File: config.mk
export PLATFORM = sky130hd
export DESIGN_NAME = nvbyte_guard_ctl
export DESIGN_NICKNAME = d
export VERILOG_FILES = /design/src/rtl/nvg_pkg.sv /design/src/rtl/nvg_unlock.sv /design/src/rtl/nvg_wr_seq.sv /design/src/rtl/nvg_stall.sv /design/src/rtl/nvg_array.sv /design/src/rtl/nvbyte_guard_ctl.sv
export SDC_FILE = /design/constraint.sdc
export NUM_CORES = 1
export LEC_CHECK = 0
export BUFFER_PORTS_ARGS = -buffer_cell sky130_fd_sc_hd__buf_2
export CAP_MARGIN = 5
export CORE_AREA = 2 2 134 123
export CTS_CLUSTER_DIAMETER = 40
export DETAILED_ROUTE_END_ITERATION = 7
export DIE_AREA = 0 0 136 125
export HOLD_SLACK_MARGIN = 0.1
export PLACE_DENSITY = 0.75
export SLEW_MARGIN = 25
export SYNTH_ARGS = -nofsm -noshare
export SYNTH_HDL_FRONTEND = slang
export SYNTH_HIERARCHICAL = 1
export SYNTH_SLANG_ARGS = --single-unit
File: constraint.sdc
create_clock -name clk -period 6.08 [get_ports clk]
set_input_delay 0.304 -clock clk [delete_from_list [all_inputs] [get_ports clk]]
set_output_delay 0.304 -clock clk [all_outputs]
set_load 0.005 [all_outputs]
File: src/rtl/nvg_pkg.sv
package nvg_pkg;
   typedef enum logic [1:0] {
      SEL_ADDR = 2'd0,
      SEL_DATA = 2'd1,
      SEL_CTRL = 2'd2,
      SEL_NONE = 2'd3
   } nvg_sel_e;

   localparam int CTL_RD  = 0;
   localparam int CTL_WR  = 1;
   localparam int CTL_ARM = 2;
endpackage

File: src/rtl/nvg_unlock.sv
module nvg_unlock #(
   parameter int WINDOW = 4
) (
   input  logic clk,
   input  logic rst,
   input  logic set_req,
   input  logic clr_req,
   output logic armed
);
   localparam int CW = $clog2(WINDOW + 1);
   logic [CW-1:0] left_q;

   always_ff @(posedge clk) begin
      if (rst) begin
         armed  <= 1'b0;
         left_q <= '0;
      end else if (clr_req) begin
         armed  <= 1'b0;
         left_q <= '0;
      end else if (set_req) begin
         armed  <= 1'b1;
         left_q <= CW'(WINDOW);
      end else if (armed) begin
         if (left_q == CW'(1)) begin
            armed  <= 1'b0;
            left_q <= '0;
         end else begin
            left_q <= left_q - CW'(1);
         end
      end
   end
endmodule

File: src/rtl/nvg_wr_seq.sv
module nvg_wr_seq #(
   parameter int AW       = 4,
   parameter int DW       = 8,
   parameter int CYCLES   = 6,
   parameter bit HAS_DONE = 1'b1
) (
   input  logic          clk,
   input  logic          rst,
   input  logic          start,
   input  logic [AW-1:0] addr_in,
   input  logic [DW-1:0] data_in,
   output logic          busy,
   output logic          commit,
   output logic [AW-1:0] commit_addr,
   output logic [DW-1:0] commit_data,
   output logic          done
);
   localparam int CW = $clog2(CYCLES + 1);
   logic [CW-1:0] left_q;

   assign commit = busy && (left_q == CW'(1));

   always_ff @(posedge clk) begin
      if (rst) begin
         busy        <= 1'b0;
         left_q      <= '0;
         commit_addr <= '0;
         commit_data <= '0;
      end else if (start && !busy) begin
         busy        <= 1'b1;
         left_q      <= CW'(CYCLES);
         commit_addr <= addr_in;
         commit_data <= data_in;
      end else if (busy) begin
         left_q <= left_q - CW'(1);
         if (commit) busy <= 1'b0;
      end
   end

   generate
      if (HAS_DONE) begin : g_done
         logic done_q;
         always_ff @(posedge clk) begin
            if (rst) done_q <= 1'b0;
            else     done_q <= commit;
         end
         assign done = done_q;
      end else begin : g_no_done
         assign done = 1'b0;
      end
   endgenerate
endmodule

File: src/rtl/nvg_stall.sv
module nvg_stall #(
   parameter int SHORT = 2,
   parameter int LONG  = 4
) (
   input  logic clk,
   input  logic rst,
   input  logic load_short,
   input  logic load_long,
   output logic stall
);
   localparam int MAXC = (SHORT > LONG) ? SHORT : LONG;
   localparam int CW   = $clog2(MAXC + 1);
   logic [CW-1:0] left_q;

   always_ff @(posedge clk) begin
      if (rst)             left_q <= '0;
      else if (load_short) left_q <= CW'(SHORT);
      else if (load_long)  left_q <= CW'(LONG);
      else if (left_q != '0) left_q <= left_q - CW'(1);
   end

   assign stall = (left_q != '0);
endmodule

File: src/rtl/nvg_array.sv
module nvg_array #(
   parameter int AW = 4,
   parameter int DW = 8
) (
   input  logic          clk,
   input  logic          rst,
   input  logic          we,
   input  logic [AW-1:0] waddr,
   input  logic [DW-1:0] wdata,
   input  logic [AW-1:0] raddr,
   output logic [DW-1:0] rdata
);
   localparam int DEPTH = 1 << AW;
   logic [DW-1:0] cell_q [DEPTH];

   always_ff @(posedge clk) begin
      if (rst) begin
         for (int i = 0; i < DEPTH; i++) cell_q[i] <= '0;
      end else if (we) begin
         cell_q[waddr] <= wdata;
      end
   end

   assign rdata = cell_q[raddr];
endmodule

File: src/rtl/nvbyte_guard_ctl.sv
module nvbyte_guard_ctl #(
   parameter int ADDR_W       = 4,
   parameter int DATA_W       = 8,
   parameter int WRITE_CYCLES = 6,
   parameter int ARM_WINDOW   = 4,
   parameter int WR_STALL     = 2,
   parameter int RD_STALL     = 4,
   parameter bit HAS_DONE     = 1'b1
) (
   input  logic              clk,
   input  logic              rst,
   input  logic              bus_we,
   input  logic [1:0]        bus_sel,
   input  logic [DATA_W-1:0] bus_wdata,
   output logic [DATA_W-1:0] bus_rdata,
   input  logic              flash_busy,
   output logic              cpu_stall,
   output logic              wr_done
);
   import nvg_pkg::*;

   generate
      if (ADDR_W < 1 || ADDR_W > DATA_W) begin : g_bad_aw
         $error("ADDR_W must be between 1 and DATA_W");
      end
      if (DATA_W < 3) begin : g_bad_dw
         $error("DATA_W must hold the three control bits");
      end
      if (WRITE_CYCLES < 1 || ARM_WINDOW < 1) begin : g_bad_cnt
         $error("WRITE_CYCLES and ARM_WINDOW must be positive");
      end
      if (WR_STALL < 1 || RD_STALL < 1) begin : g_bad_stall
         $error("stall lengths must be positive");
      end
   endgenerate

   logic              armed, busy, commit, rd_flag;
   logic [ADDR_W-1:0] addr_q, c_addr;
   logic [DATA_W-1:0] data_q, c_data, arr_rdata;
   logic              ctrl_wr, want_wr, want_arm, want_rd;
   logic              wr_start, arm_set, rd_go;

   assign ctrl_wr  = bus_we && (nvg_sel_e'(bus_sel) == SEL_CTRL);
   assign want_wr  = ctrl_wr && bus_wdata[CTL_WR];
   assign want_arm = ctrl_wr && bus_wdata[CTL_ARM] && !bus_wdata[CTL_WR];
   assign want_rd  = ctrl_wr && bus_wdata[CTL_RD];
   assign wr_start = want_wr && armed && !busy && !flash_busy;
   assign arm_set  = want_arm && !busy;
   assign rd_go    = want_rd && !busy && !wr_start;

   nvg_unlock #(.WINDOW(ARM_WINDOW)) u_unlock (
      .clk(clk), .rst(rst), .set_req(arm_set), .clr_req(want_wr), .armed(armed)
   );

   nvg_wr_seq #(.AW(ADDR_W), .DW(DATA_W), .CYCLES(WRITE_CYCLES), .HAS_DONE(HAS_DONE)) u_seq (
      .clk(clk), .rst(rst), .start(wr_start), .addr_in(addr_q), .data_in(data_q),
      .busy(busy), .commit(commit), .commit_addr(c_addr), .commit_data(c_data),
      .done(wr_done)
   );

   nvg_stall #(.SHORT(WR_STALL), .LONG(RD_STALL)) u_stall (
      .clk(clk), .rst(rst), .load_short(wr_start), .load_long(rd_go), .stall(cpu_stall)
   );

   nvg_array #(.AW(ADDR_W), .DW(DATA_W)) u_array (
      .clk(clk), .rst(rst), .we(commit), .waddr(c_addr), .wdata(c_data),
      .raddr(addr_q), .rdata(arr_rdata)
   );

   always_ff @(posedge clk) begin
      if (rst) begin
         addr_q  <= '0;
         data_q  <= '0;
         rd_flag <= 1'b0;
      end else begin
         rd_flag <= rd_go;
         if (bus_we && nvg_sel_e'(bus_sel) == SEL_ADDR && !busy)
            addr_q <= bus_wdata[ADDR_W-1:0];
         if (rd_go)
            data_q <= arr_rdata;
         else if (bus_we && nvg_sel_e'(bus_sel) == SEL_DATA)
            data_q <= bus_wdata;
      end
   end

   logic [DATA_W-1:0] addr_ext, ctrl_ext;
   always_comb begin
      addr_ext = '0;
      addr_ext[ADDR_W-1:0] = addr_q;
      ctrl_ext = '0;
      ctrl_ext[CTL_RD]  = rd_flag;
      ctrl_ext[CTL_WR]  = busy;
      ctrl_ext[CTL_ARM] = armed;
      case (nvg_sel_e'(bus_sel))
         SEL_ADDR: bus_rdata = addr_ext;
         SEL_DATA: bus_rdata = data_q;
         SEL_CTRL: bus_rdata = ctrl_ext;
         default:  bus_rdata = '0;
      endcase
   end
endmodule

==> flow_results.org <==
** Status
- Result of the run :: finished, final reports clean

** Die
- The die covers 0.0170 mm2.
- Number of top-level pins :: 24
- Total number of placement rows :: 44
- Die height :: 125 um
- The floorplan step defined a core boundary enclosing 0.0157 mm2.
- The initial utilization of the core area, before any placement, comes to 48.5%.
- Die width :: 136 um

** Clocking
- TritonCTS built the clock tree.
- Post-CTS repair changed the size of 0 cells.
- Post-cts hold buffer count :: 0
- Buffer depth of the longest clock path :: 2
- Clock latency on the worst-skew pair, taken at its later pin, is ~0.43 ns.
- Number of clock sinks :: approximately 170
- The root buffer cell chosen for the clock tree is sky130_fd_sc_hd__clkbuf_16.
- Buffer count from post-CTS setup fixing :: 0
- The number of clock buffers added by TritonCTS is 17.
- Clk pin slew, worst setup/hold paths :: 0.06 ns
- The clock tree synthesis step divided the H-tree into 4 levels.

** Global route
- Maximum number of pins on one net before global-route repair :: 51
- Global-route track usage on met3 :: 3.93%
- Met1 track demand over resource in global routing :: 29.0%
- Global-route wire length before repair :: approximately 27000 um
- Antenna violations before repair :: 0
- Met2 Resource Use GR :: 34.3%
- Global router's overall resource usage :: 21.2%
- Summed over all layers, the global routing overflow is 0.
- met2 is the most crowded layer.
- Number of global-route vias before repair :: 4660

** Drt
- For this block, the routed nets add up to approximately 17000 um of wire.
- Vias :: 4636
- The first TritonRoute pass finished after 7 iterations.
- Via-per-instance ratio :: between 5 and 6
- Routed WL per cell :: 21.1 um
- For this block, the initial DRC count from the detailed router was 492.
- Number of design rule violations left after detail routing :: 0
- Antenna-violating nets left :: 0

** Worst setup path
- Category of the most critical setup path :: reg2reg
- Peak fanout along the critical path :: 19
- The worst setup path is captured at a register.
- Arr. time, crit path :: roughly 3.1 ns
- The worst setup path is launched from a register.
- At the worst endpoint, the required time is 6.37 ns.

** Timing
- Max-slew violations :: 0
- The worst path in the final design needs a cycle of 2.81 ns, including I/O delays and setup.
- Highest clock rate :: approximately 360 MHz
- Dividing the final minimum period by the clock period gives between 40% and 50%.
- For the pin with the worst max-slew slack, the measured transition is roughly 0.81 ns.
- The hold violation total from the final report was 0.
- Max Clock Skew :: 0.0105 ns
- Crit path setup slack, layout :: 3.27 ns
- The worst pin sits at a relative slew slack of 45.3%.
- Unrepaired setup endpoints after global routing :: false
- Setup violations remaining at the end of the flow were counted as 0.
- In the final timing run, aggregate negative setup slack is 0 ns.

** Power
- Cell-internal power :: 1.97 mW
- Worst vdd ir :: 0.230 mV
- Post-layout total power :: 2.50 mW
- Clock network power share :: 43.2%
- Sequential cells burn around 51% of the power.
- Cell Pwr Density :: 296 mW/mm2
- Leakage power :: around 3 nW
- Combinational share of power :: 5.3%
- Sw Pwr :: 536 uW
- Net switching is 21.4% of the power.

** Synth
- Synthesis produced 570 cells.
- The synthesized netlist occupies a cell area of about 0.0076 mm2.
- Net count after synthesis :: between 500 and 600
- For this run, the leading register cell type out of synthesis is sky130_fd_sc_hd__edfxtp_1.
- Sorting the synthesized cells by area gives the leading types as sky130_fd_sc_hd__edfxtp_1, sky130_fd_sc_hd__and2_1, sky130_fd_sc_hd__dfxtp_1.
- Area leader, netlist :: sky130_fd_sc_hd__edfxtp_1
- In the synthesized netlist the async set-or-reset flop fraction comes to 0%.
- Post-synth top area share :: around 50%
- Number of synthesized flops with an enable pin :: 128
- The most common cell in the synthesized netlist is sky130_fd_sc_hd__and2_1.
- After synthesis, the netlist uses 48 different library cells.
- By count the netlist is led by sky130_fd_sc_hd__and2_1, sky130_fd_sc_hd__edfxtp_1, sky130_fd_sc_hd__dfxtp_1, sky130_fd_sc_hd__nand2_1, sky130_fd_sc_hd__mux4_2.
- Post-synthesis register bit count :: roughly 170
- In this run the mean area of a mapped cell was ~13 um2.
- Sequential elements use about three fifths of the synthesized area.
- Yosys printed 6 warnings.

** Final layout
- Cells with a size suffix above 1 make up about a fifth of the layout.
- The repair_antennas step left the layout with diodes totalling 0.
- After filler insertion, the fill cell instance count of the layout stands at 1329.
- Compared with the post-synthesis result, the final layout area differs by 10.8%.
- For this run, the post-layout net count is 604.

** Min path
- The worst hold path belongs to the class in2reg.

** Job
- Across the run, the number of max-cap violations was 0.

** Placed design
- Buffers placed on the I/O ports in this run total 23.
- Pre-CTS setup slack :: 3.27 ns
- After legalization and detailed placement, the total HPWL measured roughly 12000 um.
- Global placer's final weighted congestion :: 0.967
per-stage QoR:
stage	std cells	utilization [%]	instance area [um2]	hold WS, ns
final	804	53.7	8460	0.159
after global routing	804	53.7	8460	0.164
after detailed placement	772	50.0	7870	0.484
after CTS	804	53.7	8460	0.143
after floorplan	570	-	7640	0.373
after global placement	772	50.0	7870	0.484
path summary, 6_finish.rpt:
kind,from,cells past startpoint,to,slack [ns]
setup reg to reg,addr_q[0]$_SDFFE_PP0P_,6,data_q[4]$_SDFFE_PP0P_,3.27
setup / recovery,addr_q[0]$_SDFFE_PP0P_,6,data_q[4]$_SDFFE_PP0P_,3.27
hold reg to reg,data_q[3]$_SDFFE_PP0P_,2,u_seq/commit_data[3]$_SDFFE_PP0P_,0.50
hold / removal,bus_wdata[3],3,addr_q[3]$_SDFFE_PP0P_,0.16
layer usage:
metal | wire, um | up-vias
met2 | 8300 | 165
met5 | 0 | -
li1 | - | 2112
met1 | 7230 | 2324
met4 | 454 | 0
met3 | 962 | 35
sequential cells by signal, indices dropped and copies added (netlist names):
register / cells
u_seq/commit_addr: 4
u_seq/busy: 1
u_array/cell_q: 128
u_stall/left_q: 3
u_seq/done: 1
u_seq/commit_data: 8
data_q: 8
u_unlock/left_q: 3
u_seq/left_q: 3
rd_flag: 1
u_unlock/armed: 1
addr_q: 4
kinds of logic after synthesis:
group,share of synthesized area (%)
compound gates,5.36
fa+ha+maj,0.983
flops,60.0
xor+xnor,0.115
mux,11.7
simple gates,19.2
buf+inv,2.67
power groups by stage:
stage | combinational (mW) | sequential [mW] | clock, mW
6_report | 0.134 | 1.29 | 1.08
5_1_grt | 0.144 | 1.29 | 1.14
4_1_cts | 0.133 | 1.29 | 1.09
3_5_place_dp | 0.132 | 1.31 | 0
3_3_place_gp | 0.127 | 1.31 | 0
2_1_floorplan | 0.0998 | 1.29 | 0
layout make-up:
type                       count  area (um2)  area share, %
tap                          207         259           3.06
inverter                      10        37.5          0.444
timing repair buffer          26         138           1.63
clock buffer                  21         440           5.20
clock inverter                11         151           1.79
multi-input combinational    364        2850           33.7
sequential                   165        4590           54.2
cell usage in the layout, fill, tap and decap left out, types with 2 or more instances in the layout:
cell type / synthesis / final
sky130_fd_sc_hd__nand2b_1: 5 / 5
sky130_fd_sc_hd__nor2_2: 3 / 3
sky130_fd_sc_hd__nor2_1: 21 / 21
sky130_fd_sc_hd__dfxtp_1: 37 / 36
sky130_fd_sc_hd__nand2_1: 37 / 37
sky130_fd_sc_hd__ha_1: 6 / 6
sky130_fd_sc_hd__inv_1: 9 / 9
sky130_fd_sc_hd__nor2b_1: 4 / 4
sky130_fd_sc_hd__nand3b_1: 2 / 2
sky130_fd_sc_hd__bufinv_16: 0 / 3
sky130_fd_sc_hd__nor3_1: 9 / 9
sky130_fd_sc_hd__a21oi_1: 22 / 22
sky130_fd_sc_hd__nor4_1: 2 / 2
sky130_fd_sc_hd__buf_2: 3 / 23
sky130_fd_sc_hd__a311oi_1: 2 / 2
sky130_fd_sc_hd__buf_4: 6 / 3
sky130_fd_sc_hd__clkinvlp_4: 0 / 4
sky130_fd_sc_hd__inv_6: 0 / 2
sky130_fd_sc_hd__and2_1: 134 / 134
sky130_fd_sc_hd__o21ai_0: 5 / 5
sky130_fd_sc_hd__o41ai_1: 7 / 7
sky130_fd_sc_hd__mux4_2: 32 / 32
sky130_fd_sc_hd__mux2i_1: 16 / 16
sky130_fd_sc_hd__nand4bb_1: 3 / 3
sky130_fd_sc_hd__a22oi_1: 16 / 16
sky130_fd_sc_hd__clkbuf_16: 0 / 17
sky130_fd_sc_hd__or2_2: 17 / 17
sky130_fd_sc_hd__a2111oi_2: 2 / 2
sky130_fd_sc_hd__clkbuf_1: 14 / 4
sky130_fd_sc_hd__a211oi_1: 2 / 2
sky130_fd_sc_hd__edfxtp_1: 128 / 128
critical path, cell delays in order, from the launching register on:
cell	delay, ns
sky130_fd_sc_hd__dfxtp_2	0.70
sky130_fd_sc_hd__buf_4	0.44
sky130_fd_sc_hd__mux4_2	0.55
sky130_fd_sc_hd__a22oi_1	0.28
sky130_fd_sc_hd__nand2_1	0.10
sky130_fd_sc_hd__o41ai_1	0.51
sky130_fd_sc_hd__a21oi_1	0.08
Power figures use the tool's default switching activity.
